$ cat src/rtl/ofs_seq_pkg.sv
package ofs_seq_pkg;

  localparam int SLOT_COUNT = 4;
  localparam int SLOT_W     = $clog2(SLOT_COUNT);

  // slot order is behaviour: the pointers walk these in sequence
  typedef enum logic [SLOT_W-1:0] {
    SLOT_EMPTY_LO = 2'd0,
    SLOT_EMPTY_HI = 2'd1,
    SLOT_FULL_LO  = 2'd2,
    SLOT_FULL_HI  = 2'd3
  } slot_e;

  // strobes from the control to the register datapath
  typedef struct packed {
    logic              wrEn;
    logic [SLOT_W-1:0] wrSel;
    logic              rdEn;
    logic [SLOT_W-1:0] rdSel;
  } ofs_strobe_t;

endpackage

$ cat src/rtl/ofs_seq_ctrl.sv
module ofs_seq_ctrl
  import ofs_seq_pkg::*;
(
  input  logic        clk,
  input  logic        rstN,
  input  logic        wen1N,
  input  logic        wen2Ld,
  input  logic        ren1N,
  input  logic        ren2N,
  output ofs_strobe_t strb,
  output logic        loadMode,
  output logic        collision
);

  logic [SLOT_W-1:0] wrPtr;
  logic [SLOT_W-1:0] rdPtr;
  logic              wrReq;
  logic              rdReq;
  logic              loadSel;

  // the load select only counts in load mode
  assign loadSel = loadMode && !wen2Ld;
  assign wrReq   = loadSel && !wen1N;
  assign rdReq   = loadSel && !ren1N && !ren2N;

  always_comb begin
    strb       = '0;
    strb.wrEn  = wrReq;
    strb.wrSel = wrPtr;
    strb.rdEn  = rdReq && !wrReq;   // a write wins a same-cycle collision
    strb.rdSel = rdPtr;
  end

  always_ff @(posedge clk) begin
    if (!rstN) begin
      loadMode  <= !wen2Ld;
      wrPtr     <= '0;
      rdPtr     <= '0;
      collision <= 1'b0;
    end else begin
      if (wrReq) begin
        wrPtr <= wrPtr + 1'b1;
      end
      if (rdReq && !wrReq) begin
        rdPtr <= rdPtr + 1'b1;
      end
      collision <= wrReq && rdReq;
    end
  end

  // mode is frozen once reset is released
  a_r1_mode_frozen: assert property (@(posedge clk) disable iff (!rstN)
    $past(rstN) |-> $stable(loadMode));

  // each write moves the write pointer one slot, wrapping
  a_r4_wr_ptr_step: assert property (@(posedge clk) disable iff (!rstN)
    wrReq |=> (wrPtr == $past(wrPtr) + 1'b1));

  // without a write the write pointer keeps its slot
  a_r5_wr_ptr_hold: assert property (@(posedge clk) disable iff (!rstN)
    !wrReq |=> $stable(wrPtr));

  // a collision leaves the read pointer where it was
  a_r8_collision_rd_hold: assert property (@(posedge clk) disable iff (!rstN)
    (wrReq && rdReq) |=> ($stable(rdPtr) && collision));

  // outside load mode no strobe reaches the datapath
  a_r9_no_strobe_idle: assert property (@(posedge clk) disable iff (!rstN)
    !loadMode |-> (!strb.wrEn && !strb.rdEn));

endmodule

$ cat src/rtl/ofs_seq_regfile.sv
module ofs_seq_regfile
  import ofs_seq_pkg::*;
#(
  parameter int OFS_W       = 14,
  parameter int DEFAULT_OFS = 7
) (
  input  logic             clk,
  input  logic             rstN,
  input  ofs_strobe_t      strb,
  input  logic [7:0]       dataIn,
  output logic [7:0]       dataOut,
  output logic [OFS_W-1:0] emptyOffset,
  output logic [OFS_W-1:0] fullOffset
);

  localparam int HI_W   = OFS_W - 8;
  localparam int PAD_W  = 8 - HI_W;
  localparam int N_OFS  = SLOT_COUNT / 2;
  localparam logic [OFS_W-1:0] DEF_VAL = OFS_W'(DEFAULT_OFS);

  logic [N_OFS*OFS_W-1:0] ofsBus;
  logic [7:0]             rdMux;

  // one low byte and one high part per offset; offset gi owns slots 2gi, 2gi+1
  for (genvar gi = 0; gi < N_OFS; gi++) begin : g_ofs
    localparam logic [SLOT_W-1:0] LO_SLOT = SLOT_W'(2 * gi);
    localparam logic [SLOT_W-1:0] HI_SLOT = SLOT_W'(2 * gi + 1);
    logic [7:0]      loByte;
    logic [HI_W-1:0] hiPart;

    always_ff @(posedge clk) begin
      if (!rstN) begin
        loByte <= DEF_VAL[7:0];
        hiPart <= DEF_VAL[OFS_W-1:8];
      end else if (strb.wrEn) begin
        if (strb.wrSel == LO_SLOT) loByte <= dataIn;
        if (strb.wrSel == HI_SLOT) hiPart <= dataIn[HI_W-1:0];
      end
    end

    assign ofsBus[gi*OFS_W +: OFS_W] = {hiPart, loByte};
  end

  assign emptyOffset = ofsBus[OFS_W-1:0];
  assign fullOffset  = ofsBus[2*OFS_W-1:OFS_W];

  always_comb begin
    case (slot_e'(strb.rdSel))
      SLOT_EMPTY_LO: rdMux = emptyOffset[7:0];
      SLOT_EMPTY_HI: rdMux = {{PAD_W{1'b0}}, emptyOffset[OFS_W-1:8]};
      SLOT_FULL_LO:  rdMux = fullOffset[7:0];
      default:       rdMux = {{PAD_W{1'b0}}, fullOffset[OFS_W-1:8]};
    endcase
  end

  always_ff @(posedge clk) begin
    if (!rstN) begin
      dataOut <= '0;
    end else if (strb.rdEn) begin
      dataOut <= rdMux;
    end
  end

  // a high slot reads back with its unused bits clear
  a_r7_hi_pad_zero: assert property (@(posedge clk) disable iff (!rstN)
    (strb.rdEn && strb.rdSel[0]) |=> (dataOut[7:HI_W] == '0));

  // the byte output only moves on a readback
  a_r10_dout_hold: assert property (@(posedge clk) disable iff (!rstN)
    !strb.rdEn |=> $stable(dataOut));

  // offsets only move on a load write
  a_r3_ofs_hold: assert property (@(posedge clk) disable iff (!rstN)
    !strb.wrEn |=> ($stable(emptyOffset) && $stable(fullOffset)));

endmodule

$ cat src/rtl/ofs_load_seq.sv
module ofs_load_seq
  import ofs_seq_pkg::*;
#(
  parameter int OFS_W       = 14,
  parameter int DEFAULT_OFS = 7
) (
  input  logic             clk,
  input  logic             rstN,
  input  logic             wen1N,
  input  logic             wen2Ld,
  input  logic             ren1N,
  input  logic             ren2N,
  input  logic [7:0]       dataIn,
  output logic [7:0]       dataOut,
  output logic [OFS_W-1:0] emptyOffset,
  output logic [OFS_W-1:0] fullOffset,
  output logic             loadMode,
  output logic             collision
);

  ofs_strobe_t strb;

  ofs_seq_ctrl i_ctrl (
    .clk       (clk),
    .rstN      (rstN),
    .wen1N     (wen1N),
    .wen2Ld    (wen2Ld),
    .ren1N     (ren1N),
    .ren2N     (ren2N),
    .strb      (strb),
    .loadMode  (loadMode),
    .collision (collision)
  );

  ofs_seq_regfile #(
    .OFS_W       (OFS_W),
    .DEFAULT_OFS (DEFAULT_OFS)
  ) i_regfile (
    .clk         (clk),
    .rstN        (rstN),
    .strb        (strb),
    .dataIn      (dataIn),
    .dataOut     (dataOut),
    .emptyOffset (emptyOffset),
    .fullOffset  (fullOffset)
  );

  // the cycle after a reset shows the defaults
  a_r2_reset_defaults: assert property (@(posedge clk)
    (rstN && !$past(rstN)) |-> (emptyOffset == OFS_W'(DEFAULT_OFS) &&
                                fullOffset == OFS_W'(DEFAULT_OFS) &&
                                dataOut == 8'd0 && !collision));

endmodule

$ cat config.mk
export PLATFORM = sky130hd
export DESIGN_NAME = ofs_load_seq
export DESIGN_NICKNAME = d
export VERILOG_FILES = /design/src/rtl/ofs_seq_pkg.sv /design/src/rtl/ofs_seq_ctrl.sv /design/src/rtl/ofs_seq_regfile.sv /design/src/rtl/ofs_load_seq.sv
export SDC_FILE = /design/constraint.sdc
export NUM_CORES = 1
export LEC_CHECK = 0
export CAP_MARGIN = 20
export CORE_MARGIN = 2
export CORE_UTILIZATION = 53
export CTS_BUF_LIST = sky130_fd_sc_hd__clkbuf_4 sky130_fd_sc_hd__clkbuf_8
export DETAILED_ROUTE_END_ITERATION = 10
export DONT_BUFFER_PORTS = 1
export PLACE_DENSITY = 0.68
export SETUP_SLACK_MARGIN = 0.5
export SYNTH_ARGS = -nofsm -noshare
export SYNTH_HDL_FRONTEND = slang
export SYNTH_SLANG_ARGS = --single-unit
$ cat constraint.sdc
create_clock -name clk -period 2.44 [get_ports clk]
set_clock_uncertainty 0.15 [all_clocks]
set_input_delay 0.122 -clock clk [delete_from_list [all_inputs] [get_ports clk]]
set_output_delay 0.122 -clock clk [all_outputs]
set_load 0.05 [all_outputs]
==> impl_metrics.tcl <==
set metrics [dict create \
    outcome "complete, no violations" \
    worstPathArrival_ns 1.96 \
    category_of_the_worst_setup_path_launch_point "input port" \
    die_area_mm2 0.00393 \
    setup_ws_ns 0.613 \
    synthesized_cell_area_mm2 0.00182 \
    postSynthCellCount 183 \
    drive_above_1_share_pct 12.3 \
    period_needed_ns 1.83 \
    grt_max_degree 22 \
    placement.io_buffers 0 \
    met2_wirelength_mm 2.24 \
    clk_pin_slew_ns 0.12 \
    number_of_flops_mapped_to_enable_cells_by_yosys 1 \
    ctsRootBufferMaster "sky130_fd_sc_hd__clkbuf_4" \
    power_density_mw_per_mm2 564 \
    num-nets-final 224 \
    seq_area_frac_synth_pct 46.6 \
    insertedDiodeCount 0 \
    met1_length_mm 1.81 \
    unrepaired_setup_endpoints_after_global_routing "false" \
    placeableCoreArea_mm2 0.00331 \
    drt_first_pass_iters 4 \
    place_ws_ns 0.639 \
    row_count 21 \
    vias_per_cell 5.76 \
    synth_top_cell_area_share_pct 45.0 \
    timing_worst_setup_path_type "input port to register" \
    timing.hold.worst.class "input port to register" \
    top_level_ports 52 \
    syn-num-nets 205 \
    detail_route.wirelength_mm 4.47 \
    regToRegStartpoint "i_ctrl.rdPtr[0]$_SDFFE_PN0P_" \
    clock-sinks 42 \
    final_common_cell "sky130_fd_sc_hd__dfxtp_1" \
    vdd.ir_drop.worst_uv 437 \
    groute.usage.overall_pct 24.6 \
    routed-wl-met3_um 358 \
    chipHeight_um 62.7 \
    achievable-frequency_ghz 0.547 \
    drc_errors 0 \
    drv_cap 0 \
    die_width_um 62.7 \
    slew_headroom_pct 55.2 \
    worstSetupEndpointType "register" \
    synth.avg_cell_area_um2 9.97 \
    route.detailed.wl_per_inst_um 18.0 \
    layout.cells.most_common_list "41 x sky130_fd_sc_hd__dfxtp_1, 29 x sky130_fd_sc_hd__mux2i_1, 25 x sky130_fd_sc_hd__nor2_1, 13 x sky130_fd_sc_hd__dlygate4sd3_1, 12 x sky130_fd_sc_hd__nand2_1" \
    holdCritStartpoint "rstN" \
    slew_viol_final 0 \
    cts_htree_levels 2 \
    synth.distinct_cells 24 \
    setup_viol 0 \
    final.period_utilization_pct 74.9 \
    hold_viol 0 \
    first_iter_violations 62 \
    initial_core_util_pct 55.1 \
    antenna_left 0 \
    detailedPlacementHpwl_mm 3.01 \
    fillerInstances 299 \
    total_clock_buffers_created_by_cts 5 \
    standard_cell_area_after_detailed_placement_mm2 0.00192 \
    grt_first_pass_wirelength_mm 7.50 \
    critical_path.max_fanout 7 \
    rrSetupSlack_ns 0.67 \
    cts_tree "built" \
    worst_slew_pin_slew_ns 0.672 \
    vias_in_the_first_global_route 1504 \
    vias 1433 \
    timing.critical_path.required_ns 2.57 \
    final_core_area_utilization_pct 63.9 \
    synth.area.top_cells "sky130_fd_sc_hd__dfxtp_1 45%, sky130_fd_sc_hd__mux2i_1 16%, sky130_fd_sc_hd__ha_1 5.5%, sky130_fd_sc_hd__nor2_1 5.1%, sky130_fd_sc_hd__a22o_1 2.9%" \
    p_leak_nw 0.772 \
    critical_path.startpoint "wen2Ld" \
    post_cts.repair.setup_buffers 0 \
    synthDominantAreaCellType "sky130_fd_sc_hd__dfxtp_1" \
    postSynth.asyncResetShare_pct 0 \
    top_layer_used "met4" \
    finalInstanceArea_mm2 0.00212 \
    globalRoute.totalOverflow 0 \
    sum_of_negative_setup_slack_ns 0 \
    grt_antenna_before_repair 0 \
    routabilityCongestion 0.777 \
    cts_buffer_depth 2 \
    synth.ff_latch_count 42 \
    synthToLayoutAreaGrowth_pct 16.0 \
    ys_dominant_reg_cell "sky130_fd_sc_hd__dfxtp_1" \
    synth-warning-count 0 \
    insertion_delay_ns 0.35 \
]
-- worst paths after layout --
path              cells after the start                                end
setup / recovery                      4  i_regfile.dataOut[6]$_SDFFE_PN0P_
hold / removal                        2  i_regfile.dataOut[4]$_SDFFE_PN0P_
setup reg to reg                      5  i_regfile.dataOut[5]$_SDFFE_PN0P_
hold reg to reg                       2       i_ctrl.rdPtr[1]$_SDFFE_PN0P_
-- metal layers --
metal	GRT usage [%]	vias up
met5	0	-
met4	9.17	0
met3	10.6	7
met2	41.5	56
met1	27.4	683
li1	-	687
-- where the power goes --
part	internal [mW]	switching [mW]	leakage, nW
registers	0.699	0.0297	0.341
clock network	0.151	0.217	0.0387
logic	0.0406	0.0569	0.392
total	0.890	0.304	0.772
-- repair_timing --
action                     CTS  global route
hold buffers                13             0
hold endpoints to repair    42             0
resized for setup            0             1
setup endpoints to repair    0             6
-- worst max-delay path, stage by stage --
cell and delay [ns]:
sky130_fd_sc_hd__dlygate4sd3_1 0.62, sky130_fd_sc_hd__or4b_4 0.61, sky130_fd_sc_hd__or4_1 0.48, sky130_fd_sc_hd__a21oi_1 0.13
-- synthesized netlist by cell type, drive strengths merged, types with 6 or more instances --
master	instances
nor2	25
inv	7
nor2b	6
a22o	6
dfxtp	41
a211oi	6
o32ai	6
nand2	12
ha	8
mux2i	29
clkbuf	9
-- state kept, by name, summed over array words and instances, names as in the netlist --
name / cells
i_regfile.g_ofs.hiPart: 12
i_ctrl.wrPtr: 2
i_regfile.dataOut: 8
i_ctrl.collision: 1
i_ctrl.rdPtr: 2
i_ctrl.loadMode: 1
i_regfile.g_ofs.loByte: 16
-- cell type report --
type | instances | area [um2] | area share, %
multi-input cells | 122 | 906 | 42.8
clock inverters | 1 | 5.00 | 0.236
inverters | 7 | 26.3 | 1.24
repair buffers | 24 | 213 | 10.0
well taps | 46 | 57.6 | 2.72
clock buffers | 7 | 58.8 | 2.78
flip-flops and latches | 42 | 851 | 40.2
-- logic make-up (layout without fill, tap and decap cells) --
kind of cell	count (synthesis)	count (layout)	share of synthesized area [%]
XOR/XNOR	1	1	0.480
AND/OR/NAND/NOR	56	56	16.2
buffers and inverters	19	39	4.05
multiplexers	29	29	15.9
flip-flops	42	42	46.6
adder cells (fa/ha/maj)	8	8	5.49
AO/OA/AOI/OAI	28	28	11.2
-- metrics by stage --
step | instances | total power, mW | hold slack [ns]
after CTS | 249 | 1.20 | 0.0118
after global routing | 249 | 1.25 | 0.0163
after global placement | 228 | 0.810 | 0.0362
after detailed placement | 228 | 0.812 | 0.0388
final | 249 | 1.19 | 0.00648
after floorplan | 183 | 0.798 | 0.0487
Note: power is estimated with default switching activity, not from simulation.
